<file path="src/rtl/regref_pkg.sv">
package regref_pkg;

    localparam int INSTR_W  = 16;
    localparam int FIELD_W  = 12;
    localparam int OPC_LSB  = 12;
    localparam int OPC_W    = 3;
    localparam int IND_BIT  = INSTR_W - 1;
    localparam logic [OPC_W-1:0] OPC_REGOP = 3'b111;
    localparam int SEL_W    = $clog2(FIELD_W + 1);

    typedef enum logic [3:0] {
        OP_NONE,
        OP_HALT,
        OP_SKIP_EZ,
        OP_SKIP_ZERO,
        OP_SKIP_NEG,
        OP_SKIP_POS,
        OP_INC,
        OP_ROT_L,
        OP_ROT_R,
        OP_CMP_E,
        OP_CMP_AC,
        OP_CLR_E,
        OP_CLR_AC
    } rr_op_e;

    typedef struct packed {
        logic   go;
        rr_op_e op;
    } rr_ctrl_t;

    // Field bit index to operation. The order is fixed by the encoding.
    function automatic rr_op_e idx_to_op(input int idx);
        rr_op_e r;
        case (idx)
            11:      r = OP_CLR_AC;
            10:      r = OP_CLR_E;
            9:       r = OP_CMP_AC;
            8:       r = OP_CMP_E;
            7:       r = OP_ROT_R;
            6:       r = OP_ROT_L;
            5:       r = OP_INC;
            4:       r = OP_SKIP_POS;
            3:       r = OP_SKIP_NEG;
            2:       r = OP_SKIP_ZERO;
            1:       r = OP_SKIP_EZ;
            0:       r = OP_HALT;
            default: r = OP_NONE;
        endcase
        return r;
    endfunction

    function automatic logic is_regop(input logic [INSTR_W-1:0] w);
        return (w[IND_BIT] == 1'b0) &&
               (w[OPC_LSB +: OPC_W] == OPC_REGOP);
    endfunction

endpackage

</file>
<file path="src/rtl/regref_decode.sv">
module regref_decode
    import regref_pkg::*;
(
    input  logic               strobe,
    input  logic [INSTR_W-1:0] word,
    output rr_ctrl_t           ctrl
);

    logic [FIELD_W-1:0] field;
    logic [FIELD_W-1:0] grant;

    assign field = word[FIELD_W-1:0];

    // A bit is granted only if no higher-numbered bit is set.
    genvar g;
    generate
        for (g = 0; g < FIELD_W; g++) begin : g_grant
            if (g == FIELD_W - 1) begin : g_top
                assign grant[g] = field[g];
            end else begin : g_rest
                assign grant[g] = field[g] & ~(|field[FIELD_W-1:g+1]);
            end
        end
    endgenerate

    always_comb begin
        rr_op_e sel;
        sel = OP_NONE;
        for (int i = 0; i < FIELD_W; i++) begin
            if (grant[i]) sel = idx_to_op(i);
        end
        ctrl.go = strobe && is_regop(word);
        ctrl.op = sel;
    end

endmodule

</file>
<file path="src/rtl/regref_alu.sv">
module regref_alu
    import regref_pkg::*;
#(
    parameter int DATA_W = 16
) (
    input  rr_op_e            op,
    input  logic [DATA_W-1:0] acc,
    input  logic              ext,
    output logic [DATA_W-1:0] acc_nxt,
    output logic              ext_nxt,
    output logic              skip_req,
    output logic              halt_req
);

    localparam int MSB = DATA_W - 1;

    logic acc_zero;
    logic acc_neg;

    assign acc_zero = (acc == '0);
    assign acc_neg  = acc[MSB];

    always_comb begin
        acc_nxt  = acc;
        ext_nxt  = ext;
        skip_req = 1'b0;
        halt_req = 1'b0;
        unique case (op)
            OP_CLR_AC:    acc_nxt = '0;
            OP_CLR_E:     ext_nxt = 1'b0;
            OP_CMP_AC:    acc_nxt = ~acc;
            OP_CMP_E:     ext_nxt = ~ext;
            OP_ROT_R: begin
                acc_nxt = {ext, acc[MSB:1]};
                ext_nxt = acc[0];
            end
            OP_ROT_L: begin
                acc_nxt = {acc[MSB-1:0], ext};
                ext_nxt = acc[MSB];
            end
            OP_INC:       acc_nxt = acc + 1'b1;
            OP_SKIP_POS:  skip_req = ~acc_neg;
            OP_SKIP_NEG:  skip_req = acc_neg;
            OP_SKIP_ZERO: skip_req = acc_zero;
            OP_SKIP_EZ:   skip_req = ~ext;
            OP_HALT:      halt_req = 1'b1;
            default: ;
        endcase
    end

endmodule

</file>
<file path="src/rtl/regref_state.sv">
module regref_state #(
    parameter int DATA_W = 16
) (
    input  logic              clk,
    input  logic              rst,
    input  logic              load,
    input  logic [DATA_W-1:0] acc_nxt,
    input  logic              ext_nxt,
    input  logic              skip_req,
    input  logic              halt_req,
    output logic [DATA_W-1:0] acc_q,
    output logic              ext_q,
    output logic              skip_q,
    output logic              halt_q
);

    always_ff @(posedge clk) begin
        if (rst) begin
            acc_q  <= '0;
            ext_q  <= 1'b0;
            skip_q <= 1'b0;
            halt_q <= 1'b0;
        end else begin
            skip_q <= load && skip_req;
            if (load) begin
                acc_q <= acc_nxt;
                ext_q <= ext_nxt;
                if (halt_req) halt_q <= 1'b1;
            end
        end
    end

endmodule

</file>
<file path="src/rtl/regref_exec_unit.sv">
module regref_exec_unit
    import regref_pkg::*;
#(
    parameter int DATA_W = 16
) (
    input  logic               clk,
    input  logic               rst,
    input  logic               exec_strobe,
    input  logic [INSTR_W-1:0] instr_word,
    output logic [DATA_W-1:0]  acc_q,
    output logic               ext_q,
    output logic               skip_q,
    output logic               halt_q
);

    rr_ctrl_t          ctrl;
    logic [DATA_W-1:0] acc_nxt;
    logic              ext_nxt;
    logic              skip_req;
    logic              halt_req;

    regref_decode u_dec (
        .strobe (exec_strobe),
        .word   (instr_word),
        .ctrl   (ctrl)
    );

    regref_alu #(.DATA_W(DATA_W)) u_alu (
        .op       (ctrl.op),
        .acc      (acc_q),
        .ext      (ext_q),
        .acc_nxt  (acc_nxt),
        .ext_nxt  (ext_nxt),
        .skip_req (skip_req),
        .halt_req (halt_req)
    );

    regref_state #(.DATA_W(DATA_W)) u_st (
        .clk      (clk),
        .rst      (rst),
        .load     (ctrl.go),
        .acc_nxt  (acc_nxt),
        .ext_nxt  (ext_nxt),
        .skip_req (skip_req),
        .halt_req (halt_req),
        .acc_q    (acc_q),
        .ext_q    (ext_q),
        .skip_q   (skip_q),
        .halt_q   (halt_q)
    );

endmodule

</file>
<file path="config.mk">
export PLATFORM = sky130hd
export DESIGN_NAME = regref_exec_unit
export DESIGN_NICKNAME = d
export VERILOG_FILES = /design/src/rtl/regref_pkg.sv /design/src/rtl/regref_decode.sv /design/src/rtl/regref_alu.sv /design/src/rtl/regref_state.sv /design/src/rtl/regref_exec_unit.sv
export SDC_FILE = /design/constraint.sdc
export NUM_CORES = 1
export LEC_CHECK = 0
export ABC_AREA = 0
export BUFFER_PORTS_ARGS = -buffer_cell sky130_fd_sc_hd__buf_2
export CORE_MARGIN = 3
export CORE_UTILIZATION = 59
export CTS_CLUSTER_DIAMETER = 100
export DETAILED_ROUTE_END_ITERATION = 8
export PLACE_DENSITY = 0.85
export SETUP_SLACK_MARGIN = 0.3
export SYNTH_ARGS = -nofsm -noshare
export SYNTH_HDL_FRONTEND = slang
export SYNTH_HIERARCHICAL = 1
export SYNTH_SLANG_ARGS = --single-unit
</file>
<file path="constraint.sdc">
create_clock -name clk -period 4.2 [get_ports clk]
set_input_delay 0.42 -clock clk [delete_from_list [all_inputs] [get_ports clk]]
set_output_delay 0.42 -clock clk [all_outputs]
set_load 0.01 [all_outputs]
</file>
Word-level counts from Yosys, hierarchy flattened
Index checks and enable logic that the tools add are counted.
{"block": "op_classes", "mul": 0, "magnitude_cmp": 0, "bitwise": 26, "reduce_logical": 19, "eq_ne": 13, "n_addsub": 1, "div_mod_pow": 0, "shift": 0, "mux": 16}
{"op": "case mux 16 bit (5 select lines)", "count": 1}
{"op": "two-way mux 4 bit", "count": 11}
{"op": "== test 4 bit, second input constant", "count": 5}
{"op": "adder 16 x 1 -> 16 bit, second input constant", "count": 1}
{"op": "== test 4 x 3 -> 1 bit, second input constant", "count": 4}
{"op": "logical NOT 16 bit", "count": 1}
{"op": "NOT 16 bit", "count": 1}
{"op": "NOT 1 bit", "count": 14}
{"op": "AND 1 bit", "count": 11}
{"op": "OR reduction 11 bit", "count": 1}
{"op": "OR reduction 10 bit", "count": 1}
{"op": "OR reduction 9 bit", "count": 1}
{"op": "== test 4 x 2 -> 1 bit, second input constant", "count": 2}
{"op": "case mux 1 bit (4 select lines)", "count": 2}
{"op": "OR reduction 8 bit", "count": 1}
{"op": "OR reduction 7 bit", "count": 1}
{"op": "AND reduction 2 bit", "count": 3}
{"op": "OR reduction 6 bit", "count": 1}
{"op": "nonzero test 5 bit", "count": 1}
{"op": "OR reduction 5 bit", "count": 1}
{"op": "== test 4 x 1 -> 1 bit, second input constant", "count": 1}
{"op": "nonzero test 4 bit", "count": 1}
{"op": "OR reduction 4 bit", "count": 1}
{"op": "== test 3 bit, second input constant", "count": 1}
{"op": "other kinds (4)", "count": 7}
{"block": "totals", "latch_bits": 0, "mem_bits_ro": 0, "out_inout_bits": 19, "ram_bits": 0, "in_bits": 19, "reg_bits": 19, "n_memories": 0}

Longest topological paths before layout
{"block": "logic_depth", "ltp_word": 18, "mapped_depth": 12, "depth_no_buf": 10}

Cells and area by module
Netlist, hierarchy kept.
{"mod": "regref_alu", "cells_each": 149, "area_per_inst_um2": 983.4, "instances": 1}
{"mod": "regref_state", "cells_each": 61, "area_per_inst_um2": 671.9, "instances": 1}
{"mod": "regref_decode", "cells_each": 20, "area_per_inst_um2": 121.4, "instances": 1}

Worst setup path after synthesis
OpenSTA, ideal clock, no wires.
{"block": "synth_timing", "kind": "input to register", "from": "in instr_word[10]", "to": "reg u_st.acc_q[3]", "arrival_time_ps": 2677, "stages": 11, "path_slack_ps": 1459, "path_cell_list": "or4_4 -> or4_1 -> o22ai_1 -> buf_2 -> and2b_1 -> a21bo_2 -> buf_2 -> a31oi_1 -> a221o_1 -> mux2i_1 -> nor2_1"}
{"element": "start: declaration", "line": "regref_exec_unit.sv:9", "source": "input logic [INSTR_W-1:0] instr_word,"}
{"element": "end signal: assignment", "line": "regref_state.sv:26", "source": "acc_q <= acc_nxt;"}
{"element": "end: declaration", "line": "regref_state.sv:11", "source": "output logic [DATA_W-1:0] acc_q,"}

==> flow_metrics.tcl <==
set metrics [dict create \
    placed_area_um2 1900 \
    fin_crit_sh 0.686 \
    synth_seq_area_share 0.214 \
    synth_commonest_cells "nor2_1, dfxtp_1, mux2i_1" \
    combinationalPowerShare 0.218 \
    post_cts_buffers 0 \
    synth_xor_area_frac 0.00986 \
    final_util 0.687 \
    yosys-top-cells-area "dfxtp_1, mux2i_1, nor2_1, a221o_1, a221oi_1" \
    seq_area_um2 380 \
    routedWlPerCell_um 15.6 \
    dr.pass1.iters 6 \
    insertion_delay_ns 0.30 \
    leakage_nw 0.749 \
    synthCells 230 \
    ctsResizeCount 0 \
    cp_cell_sequence "buf_2 -> or4_4 -> or4_1 -> o22ai_1 -> buf_4 -> inv_1 -> nor2_1 -> a22oi_1 -> nor4bb_1 -> nor2b_1 -> mux2i_1 -> nor2_1" \
    start_util 0.633 \
    setup_viol 0 \
    synth_compound_area_frac 0.273 \
    critPathBufInv 3 \
    fillerInstances 256 \
    final_cell_area_um2 1930 \
    p_sw_mw 0.104 \
    crit_family "simple AND/OR/NAND/NOR gates" \
    slowest_stage "or4_4" \
    async_flop_share 0 \
    die_h_um 60.9 \
    synth_top_family_by_area "simple AND/OR/NAND/NOR gates" \
    ir_worst_vdd_uv 124 \
    fin_cells 286 \
    synth.avg_cell_area_um2 7.72 \
    path_common_cell "nor2_1" \
    p_total_mw 0.354 \
    ios 38 \
    crit_fanout 9 \
    grt_pass1_vias 1663 \
    worstSetupEndpointType "register" \
    path_class "in2reg" \
    r2r_slack_ns 2.20 \
    antenna_left 0 \
    die_area_um2 3710 \
    antenna_found_initial 0 \
    setup_tns_ns 0 \
    finClkSkew_ns 0.00232 \
    drive_above_1_share 0.227 \
    synth_top_area_frac 0.214 \
    drcViolationCount 0 \
    worstPathRequired_ns 4.44 \
    cap_violations 0 \
    overflow 0 \
    ys_ff_latch 19 \
    hp-class "reg2reg" \
    hold_viol 0 \
    clockBufferDepth 2 \
    grt_usage 0.254 \
    ys.flop_type "dfxtp_1" \
    worst_pin_slew_ns 1.06 \
    power.share.clock 0.265 \
    cts_hold_buf 0 \
    diodes 0 \
    via_per_inst 6.64 \
    vias 1899 \
    cts_max_level 1 \
    p_seq_frac 0.517 \
    arrival_ns 3.12 \
    cts.sinks 19 \
    drt_iter0_drc 139 \
    synth_cell_types 54 \
    post-place-ws_ns 1.07 \
    yosysMostFrequentCell "nor2_1" \
    dp_hpwl_um 3060 \
    place_congestion 1.00 \
    synth-simple-area-share 0.295 \
    switching_share 0.295 \
    syn_area_um2 1780 \
    portBuffers 37 \
    dp.cells 282 \
    hold_ws_ns 0.473 \
    synthAdderAreaFrac 0.0141 \
    yosysTopAreaCell "dfxtp_1" \
    nets 277 \
    die_w_um 60.9 \
    maxSlewHeadroom 0.291 \
    core_um2 2810 \
    numCtsBuffers 3 \
    multi_input_area_um2 1230 \
    startpoint_type "input port" \
    fin_ws_ns 1.32 \
    power.density_nw_per_um2 184 \
    rsz0062_at_grt "no" \
    grt_max_degree 20 \
    p_int_mw 0.250 \
    rows 19 \
    fin_crit_ns 2.88 \
    outcome "finished, final reports clean" \
    grt_pass1_wl_um 7360 \
    area_delta_synth_final_pct 8.45 \
    tritoncts "done" \
    synth_mux_area_frac 0.0958 \
    synth_enable_flop_cells 0 \
    root_buffer "clkbuf_4" \
    slew_viol_final 0 \
    max_stage_delay_ns 0.54 \
    clk_pin_slew_worst_paths_ns 0.11 \
    fmax_mhz 347 \
    drt-total-wl_um 4460 \
    synth_nets 251 \
    ys_warn_count 6 \
]
## registers in the layout, summed over array words and instances (netlist names)
| signal | flops |
|---|---|
| u_st/ext_q | 1 |
| u_st/halt_q | 1 |
| u_st/acc_q | 16 |
| u_st/skip_q | 1 |
## cell usage in the layout, fill, tap and decap left out, drive strengths merged, types with 4 or more instances in the layout
cell type and n:
nand3 7, and3 4, nor3 8, nand2b 4
buf 42, mux2i 17, o21ai 10, nor2 33
a21oi 5, inv 8, a211oi 4, a221oi 7
or4 4, nand4 4, nand2 14, a31oi 7
a22oi 7, a221o 8, nor4 5, dfxtp 19
## worst min-delay path: cells and delay by family (launching register included)
kind / cells / cell delay, ns
flops: 1 / 0.34
simple gates: 1 / 0.07
compound gates: 1 / 0.04
## metal layers
layer | global-route usage | wire length, µm
met1 | 0.361 | 1970
met2 | 0.389 | 2060
met3 | 0.0426 | 395
met4 | 0.0836 | 35
met5 | 0 | 0
## cells by family (layout without fill, tap and decap cells)
group | Yosys count | in the layout
buffers and inverters | 29 | 54
DFF | 19 | 19
and+or+nand+nor | 96 | 96
xor gates and xnor gates | 2 | 2
AOI/OAI and AO/OA | 65 | 65
adders and majority gates | 2 | 2
muxes | 17 | 17
## power by group through the flow
stage / clock (mW) / combinational, mW / sequential (mW)
after floorplan: 0 / 0.0548 / 0.187
after global placement: 0 / 0.0742 / 0.187
after detailed placement: 0 / 0.0759 / 0.187
after CTS: 0.0987 / 0.0762 / 0.183
after global routing: 0.110 / 0.0859 / 0.183
final: 0.0939 / 0.0771 / 0.183
## layout make-up
type | instances | share of cell area
Timing Repair Buffer | 42 | 0.116
Clock buffer | 3 | 0.0117
Inverter | 8 | 0.0156
Sequential cell | 19 | 0.197
Clock inverter | 1 | 0.00260
Multi-Input combinational cell | 182 | 0.637
Tap cell | 31 | 0.0201
## final timing paths
| kind | from | endpoint | depth (start not counted) |
|---|---|---|---|
| worst max-delay path | instr_word[10] | u_st/acc_q[9] | 12 |
| worst min-delay path | u_st/halt_q | u_st/halt_q | 2 |
| worst max register to register | u_st/acc_q[6] | u_st/acc_q[15] | 7 |
| worst min register to register | u_st/halt_q | u_st/halt_q | 2 |
No activity file was read; power rests on OpenSTA's default activity.
